File: config.mk
export PLATFORM = sky130hd
export DESIGN_NAME = regfile_2r1w
export DESIGN_NICKNAME = d
export VERILOG_FILES = /design/src/rtl/regfile_pkg.sv /design/src/rtl/rf_write_decode.sv /design/src/rtl/rf_storage.sv /design/src/rtl/rf_read_mux.sv /design/src/rtl/regfile_2r1w.sv
export SDC_FILE = /design/constraint.sdc
export NUM_CORES = 1
export LEC_CHECK = 0
export CAP_MARGIN = 40
export CORE_ASPECT_RATIO = 1.4
export CORE_MARGIN = 3
export CORE_UTILIZATION = 34
export DETAILED_ROUTE_END_ITERATION = 8
export HOLD_SLACK_MARGIN = 0.12
export PLACE_DENSITY = 0.55
export SLEW_MARGIN = 20
export SYNTH_ARGS = -nofsm -noshare
export SYNTH_HDL_FRONTEND = slang
export SYNTH_HIERARCHICAL = 1
export SYNTH_SLANG_ARGS = --single-unit
File: constraint.sdc
create_clock -name clk -period 3.3 [get_ports clk]
set_input_delay 0.495 -clock clk [delete_from_list [all_inputs] [get_ports clk]]
set_output_delay 0.495 -clock clk [all_outputs]
set_load 0.02 [all_outputs]
File: src/rtl/regfile_pkg.sv
package regfile_pkg;
  localparam int RF_ID_W   = 4;
  localparam int RF_DATA_W = 32;
endpackage

File: src/rtl/rf_write_decode.sv
module rf_write_decode #(
  parameter int ID_W   = 4,
  parameter int NREGS  = (1 << ID_W) - 1
) (
  input  logic             clk,
  input  logic             rst_n,
  input  logic [ID_W-1:0]  dst_id,
  output logic [NREGS-1:0] wr_en
);
  localparam logic [ID_W-1:0] NONE_ID = '1;

  always_comb begin
    wr_en = '0;
    for (int i = 0; i < NREGS; i++) begin
      if (dst_id == ID_W'(i)) wr_en[i] = 1'b1;
    end
  end

  // at most one entry is enabled per cycle
  p_single_target_r8: assert property (@(posedge clk) disable iff (!rst_n)
    $onehot0(wr_en));

  // the none code enables nothing
  p_none_quiet_r5: assert property (@(posedge clk) disable iff (!rst_n)
    (dst_id == NONE_ID) |-> (wr_en == '0));
endmodule

File: src/rtl/rf_storage.sv
module rf_storage #(
  parameter int DATA_W = 32,
  parameter int NREGS  = 15
) (
  input  logic                          clk,
  input  logic                          rst_n,
  input  logic [NREGS-1:0]              wr_en,
  input  logic [DATA_W-1:0]             wr_data,
  output logic [NREGS-1:0][DATA_W-1:0]  q
);
  logic [NREGS-1:0][DATA_W-1:0] q_nxt;

  for (genvar g = 0; g < NREGS; g++) begin : g_entry
    always_comb begin
      q_nxt[g] = q[g];
      if (wr_en[g]) q_nxt[g] = wr_data;
    end

    always_ff @(posedge clk or negedge rst_n) begin
      if (!rst_n)        q[g] <= '0;
      else if (wr_en[g]) q[g] <= q_nxt[g];
    end

    // an enabled entry takes the write data at the edge
    p_load_r4: assert property (@(posedge clk) disable iff (!rst_n)
      wr_en[g] |=> (q[g] == $past(wr_data)));

    // an entry that is not enabled holds its contents
    p_hold_r8: assert property (@(posedge clk) disable iff (!rst_n)
      !wr_en[g] |=> $stable(q[g]));
  end
endmodule

File: src/rtl/rf_read_mux.sv
module rf_read_mux #(
  parameter int ID_W   = 4,
  parameter int DATA_W = 32,
  parameter int NREGS  = (1 << ID_W) - 1
) (
  input  logic [ID_W-1:0]               rd_id,
  input  logic [NREGS-1:0][DATA_W-1:0]  regs,
  output logic [DATA_W-1:0]             rd_data
);
  always_comb begin
    rd_data = '0;
    for (int i = 0; i < NREGS; i++) begin
      if (rd_id == ID_W'(i)) rd_data = regs[i];
    end
  end
endmodule

File: src/rtl/regfile_2r1w.sv
module regfile_2r1w
  import regfile_pkg::*;
#(
  parameter int ID_W   = RF_ID_W,
  parameter int DATA_W = RF_DATA_W
) (
  input  logic              clk,
  input  logic              rst_n,
  input  logic [ID_W-1:0]   src_a_i,
  output logic [DATA_W-1:0] val_a_o,
  input  logic [ID_W-1:0]   src_b_i,
  output logic [DATA_W-1:0] val_b_o,
  input  logic [ID_W-1:0]   dst_w_i,
  input  logic [DATA_W-1:0] val_w_i
);
  localparam int              NREGS   = (1 << ID_W) - 1;
  localparam int              NPORTS  = 2;
  localparam logic [ID_W-1:0] NONE_ID = '1;

  logic [NREGS-1:0]             wr_en;
  logic [NREGS-1:0][DATA_W-1:0] bank_q;
  logic [NPORTS-1:0][ID_W-1:0]  rd_ids;
  logic [NPORTS-1:0][DATA_W-1:0] rd_vals;

  rf_write_decode #(.ID_W(ID_W), .NREGS(NREGS)) u_wdec (
    .clk    (clk),
    .rst_n  (rst_n),
    .dst_id (dst_w_i),
    .wr_en  (wr_en)
  );

  rf_storage #(.DATA_W(DATA_W), .NREGS(NREGS)) u_bank (
    .clk     (clk),
    .rst_n   (rst_n),
    .wr_en   (wr_en),
    .wr_data (val_w_i),
    .q       (bank_q)
  );

  assign rd_ids[0] = src_a_i;
  assign rd_ids[1] = src_b_i;

  for (genvar p = 0; p < NPORTS; p++) begin : g_rport
    rf_read_mux #(.ID_W(ID_W), .DATA_W(DATA_W), .NREGS(NREGS)) u_rmux (
      .rd_id   (rd_ids[p]),
      .regs    (bank_q),
      .rd_data (rd_vals[p])
    );
  end

  assign val_a_o = rd_vals[0];
  assign val_b_o = rd_vals[1];

  // a write with the none code leaves the whole bank untouched
  p_none_write_r5: assert property (@(posedge clk) disable iff (!rst_n)
    (dst_w_i == NONE_ID) |=> $stable(bank_q));

  // port A with the none code reads zero
  p_none_read_a_r6: assert property (@(posedge clk) disable iff (!rst_n)
    (src_a_i == NONE_ID) |-> (val_a_o == '0));

  // port B with the none code reads zero
  p_none_read_b_r6: assert property (@(posedge clk) disable iff (!rst_n)
    (src_b_i == NONE_ID) |-> (val_b_o == '0));

  // two ports naming the same entry agree
  p_ports_agree_r3: assert property (@(posedge clk) disable iff (!rst_n)
    (src_a_i == src_b_i) |-> (val_a_o == val_b_o));
endmodule

After elaboration in Yosys (flattened, before gate mapping)
Index checks and enable logic that the tools add are counted.
W data, S select, Z words.
{"block": "word_totals", "out_inout_bits": 64, "mem_count": 0, "mem_bits_rw": 0, "latchBits": 0, "rom_bits": 0, "word_cells": 105, "in_bits": 46, "register_bits": 480}
{"block": "op_classes", "n_div": 0, "n_lt_le_gt_ge": 0, "n_mux": 45, "multipliers": 0, "n_reduce_logical": 3, "addsub": 0, "bitwise_logic": 0, "shifts": 0, "eq_ne": 42}
{"cell": "$mux W32", "n": 30}
{"cell": "$eq A4 B4 Y1 const B", "n": 21}
{"cell": "$eq A4 B3 Y1 const B", "n": 12}
{"cell": "$eq A4 B2 Y1 const B", "n": 6}
{"cell": "$mux W1", "n": 15}
{"cell": "$eq A4 B1 Y1 const B", "n": 3}
{"cell": "$logic_not A4 Y1", "n": 3}

Depth between registers and ports, before layout
{"block": "logic_depth", "depth_word": 16, "mapped_depth": 9, "depth_no_buf": 5}

Cells and area by module
Netlist, hierarchy kept.
{"module": "rf_storage", "cells_each": 1052, "area_per_inst_um2": 18779.3, "seq_area_each_um2": 12011.5, "instances": 1}
{"module": "rf_read_mux", "cells_each": 671, "area_per_inst_um2": 4759.6, "seq_area_each_um2": 0.0, "instances": 2}
{"module": "rf_write_decode", "cells_each": 19, "area_per_inst_um2": 267.8, "seq_area_each_um2": 0.0, "instances": 1}

Worst setup path before layout
Ideal clock, no wire load.
{"block": "synth_path", "kind": "input-to-output", "from": "input src_a_i[0]", "to": "output val_a_o[21]", "t_arrival_ns": 2.080, "path_buffers": 4, "path_stages": 8, "path_slack_ns": 0.725, "required_time_ns": 2.805, "path_cell_list": "buf_6 buf_4 buf_4 buf_2 a31oi_1 nand2_1 o311a_1 a221oi_1"}
{"block": "synth_between", "elab_chain_len": 16, "elab_cells_between_ends": 30, "cone_classes": "14 x eq/ne; 15 x mux; 1 x reduce/logical"}
{"element": "from (decl)", "line_no": "regfile_2r1w.sv:9", "rtl": "input logic [ID_W-1:0] src_a_i,"}
{"element": "$logic_not A4 Y1", "line_no": "rf_read_mux.sv:13", "rtl": "if (rd_id == ID_W'(i)) rd_data = regs[i];"}
{"element": "$mux W32 (14 in series)", "line_no": "rf_read_mux.sv:13"}
{"element": "$mux W32 (*)", "line_no": "rf_read_mux.sv:13"}
{"element": "to (decl)", "line_no": "regfile_2r1w.sv:10", "rtl": "output logic [DATA_W-1:0] val_a_o,"}
Every way passes the cells marked *; elsewhere a longest branch is shown, timed or not.

Final worst setup path
{"block": "layout_path", "from": "input src_a_i[1]", "to": "output val_a_o[11]"}
Same word-level chain as after synthesis.

==> flow_metrics.py <==
metrics = {
    "timing": {
        "fin_skew_ns": 0,
        "period_minus_slack_ns": 3.375,
        "worst_pin_slew_ns": 0.7981,
        "maxSlewViolCount": 0,
        "max_freq_mhz": 296.3,
        "finalHoldViolations": 0,
        "finalSetupViolations": 1,
        "postLayoutSetupSlackWorst_ns": -0.07471,
        "post-route-period-util_pct": 102.3,
        "rsz0062_at_grt": "yes",
        "max_slew_margin_pct": 46.62,
    },
    "cts": {
        "clkSinkCount": 480,
        "cts_root_buffer": "clkbuf_16",
        "cts_tree": "done",
        "worstSkewPairLatency_ns": 0.63,
        "h-tree-depth": 2,
        "cts_buffers": 49,
        "clockBufferDepth": 3,
        "postCtsSetupRepairBufs": 0,
        "clk_pin_slew_worst_paths_ns": 0.06,
    },
    "synthesis": {
        "yosys_warnings": 6,
        "synth_top_family_by_area": "multiplexers",
        "syn_area_per_cell_um2": 11.84,
        "seq_area_frac_synth_pct": 42.05,
        "yosysUniqueCellTypes": 60,
        "synth_edf_count": 0,
        "synth.area.top_cells": "dfrtp_1 42%, mux2_2 16%, mux2_4 7.9%",
        "synth_top_flop_cell": "dfrtp_1",
        "synth_top_area_cell": "dfrtp_1",
        "synth-simple-area-share_pct": 5.431,
        "muxShareOfSynthArea_pct": 31.31,
        "syn-cell-area_um2": 28570,
        "synth-adder-area-share_pct": 0,
        "synthXorXnorAreaFrac_pct": 0,
        "syn_inst": 2413,
        "ys_top_cells_by_count": "480 x dfrtp_1, 403 x mux2_2, 151 x mux2_4, 144 x mux2i_1, 128 x o22ai_1",
        "ys_ff_latch": 480,
        "synth_compound_area_share_pct": 14.84,
        "netlist.area_leader.share_pct": 42.05,
        "async_flop_share_pct": 100.0,
        "synth_fp_nets": 2459,
        "yosysMostFrequentCell": "dfrtp_1",
    },
    "pwr": {
        "p_leak_nw": 13.89,
        "p_total_mw": 19.37,
        "cellPowerDensity_nw_per_um2": 578.3,
        "ir_worst_vdd_mv": 0.3410,
    },
    "setup_path": {
        "cp-end-kind": "primary output",
        "crit_fanout": 20,
        "criticalPathCategory": "in2out",
        "cp_data_arrival_time_ns": 2.88,
        "cp.required_ns": 2.80,
        "start_kind": "primary input",
    },
    "finish": {
        "drive_gt1_share_pct": 37.79,
        "layout.nets": 2598,
        "largest_reg_flops": 480,
        "top_register": "u_bank/q",
        "area_growth_pct": 17.23,
        "largestRegisters": "u_bank/q: 480 flops",
        "nFillCells": 7887,
        "stdcell_count": 3673,
    },
    "run_status": {
        "violations": "negative setup slack",
        "status": "finished, violations left",
    },
    "global_route": {
        "antenna_found_initial": 2,
        "grt_pass1_wl_um": 155100,
        "grt_usage_pct": 23.40,
        "grt.overflow.total": 0,
        "grt_pass1_vias": 23480,
        "grt_max_degree": 93,
    },
    "route": {
        "ant_nets": 0,
        "drt_first_pass_iters": 8,
        "vias_per_cell": 6.033,
        "detail_route.iter0.violations": 1687,
        "wl_per_cell_um": 28.44,
        "drc": 0,
        "drt-total-wl_um": 104500,
        "vias": 22160,
    },
    "floorplan": {
        "die_area_um2": 87580,
        "die_y_um": 349.0,
        "die_w_um": 251.0,
        "core_area_um2": 83200,
        "boundaryPins": 110,
        "rows": 125,
        "start_util_pct": 34.33,
    },
    "run": {
        "maxCapViolCount": 0,
    },
    "placed_design": {
        "placed_cells": 3578,
        "gp_congestion": 0.9064,
        "post-dp-hpwl_um": 68350,
        "port_buffers": 109,
    },
    "worst_hold_path": {
        "hold_class": "in2async",
    },
}
==> layer usage <==
metal  global-route usage (%)  up-vias  wire length (um)
li1                         -     9454                 -
met1                    27.56    11340             40070
met2                    40.30     1004             51320
met3                    3.729      362              6213
met4                    13.85        2              6850
met5                        0        -                15
==> metrics by stage <==
step                      hold slack [ns]  setup TNS, ns  utilization, %  setup WS [ns]  area [um2]
after global placement             0.4975         -1.046           38.03        -0.2292       31640
final                              0.4383       -0.07471           40.25       -0.07471       33490
after global routing               0.5044      -0.009320           40.25      -0.009320       33490
after detailed placement           0.5082        -0.9070           38.03        -0.1727       31640
after CTS                          0.4790              0           40.11       0.001704       33370
after floorplan                    0.1994              0               -         0.7246       28570
==> report_power, final <==
| part | total (mW) | switching (mW) | internal, mW |
|---|---|---|---|
| Combinational | 5.18 | 2.35 | 2.83 |
| Sequential | 8.30 | 1.11 | 7.19 |
| Clock | 5.88 | 2.56 | 3.33 |
| Total | 19.4 | 6.02 | 13.3 |
==> placed cells by master, fill, tap and decap left out, types with 7 or more instances in the layout <==
cell type / instances
a22oi_1: 26
dfrtp_1: 480
mux4_2: 24
o31a_1: 12
nor2b_1: 21
or4_1: 14
o32ai_1: 16
nor2_1: 86
nand3_1: 18
inv_1: 21
a211oi_1: 32
nor3_1: 26
clkinvlp_4: 7
a31oi_1: 22
a221o_1: 12
a2bb2oi_1: 10
clkinv_2: 7
a2111oi_0: 7
buf_4: 215
clkbuf_16: 51
mux2_4: 151
o21a_1: 18
nand2_1: 52
o221ai_1: 14
clkbuf_8: 12
o22ai_1: 127
o21ai_0: 102
a21o_1: 8
a221oi_1: 43
mux2_2: 403
a21oi_1: 125
nand2b_1: 22
a32oi_1: 16
mux2i_1: 144
buf_12: 49
clkdlybuf4s50_1: 65
clkbuf_1: 10
==> final timing paths <==
kind	endpoint	startpoint	cells after the start	slack [ns]
max	val_a_o[11]	src_a_i[1]	9	-0.07
min	u_bank/q[416]	rst_n	2	0.44
max reg2reg	u_bank/q[405]	u_bank/q[405]	1	2.40
min reg2reg	u_bank/q[7]	u_bank/q[7]	1	0.52
max in group asynchronous	u_bank/q[39]	rst_n	3	1.87
min in group clk	u_bank/q[7]	u_bank/q[7]	1	0.52
==> worst max-delay path, cell delays in order <==
cell and delay, ns:
buf_4 0.21, buf_4 0.24, nand2_1 0.20, buf_4 0.32, a21oi_1 0.07, a2111oi_1 0.67
buf_4 0.22, a2bb2oi_1 0.24, buf_4 0.19
==> cells by family after synthesis <==
family          count (synthesis)
simple gates                  285
compound gates                636
mux                           728
flops                         480
buf+inv                       284
==> final cells by class <==
cell class | count | area (um2) | share of cell area (%)
multi-input combinational | 1649 | 14850 | 44.34
sequential | 480 | 12010 | 35.87
timing repair buffer | 348 | 3497 | 10.44
clock buffer | 70 | 1415 | 4.226
tap | 1079 | 1350 | 4.031
clock inverter | 22 | 261.5 | 0.7809
inverter | 24 | 101.3 | 0.3026
antenna | 1 | 2.502 | 0.007472
==> timing repair <==
item	4_1_cts	5_1_grt
resized for setup	16	24
endpoints found under the setup margin	15	27
gates cloned	0	1
hold endpoints to repair	62	0
pin swaps	0	1
hold buffers	1	0
Note: power is estimated with default switching activity, not from simulation.
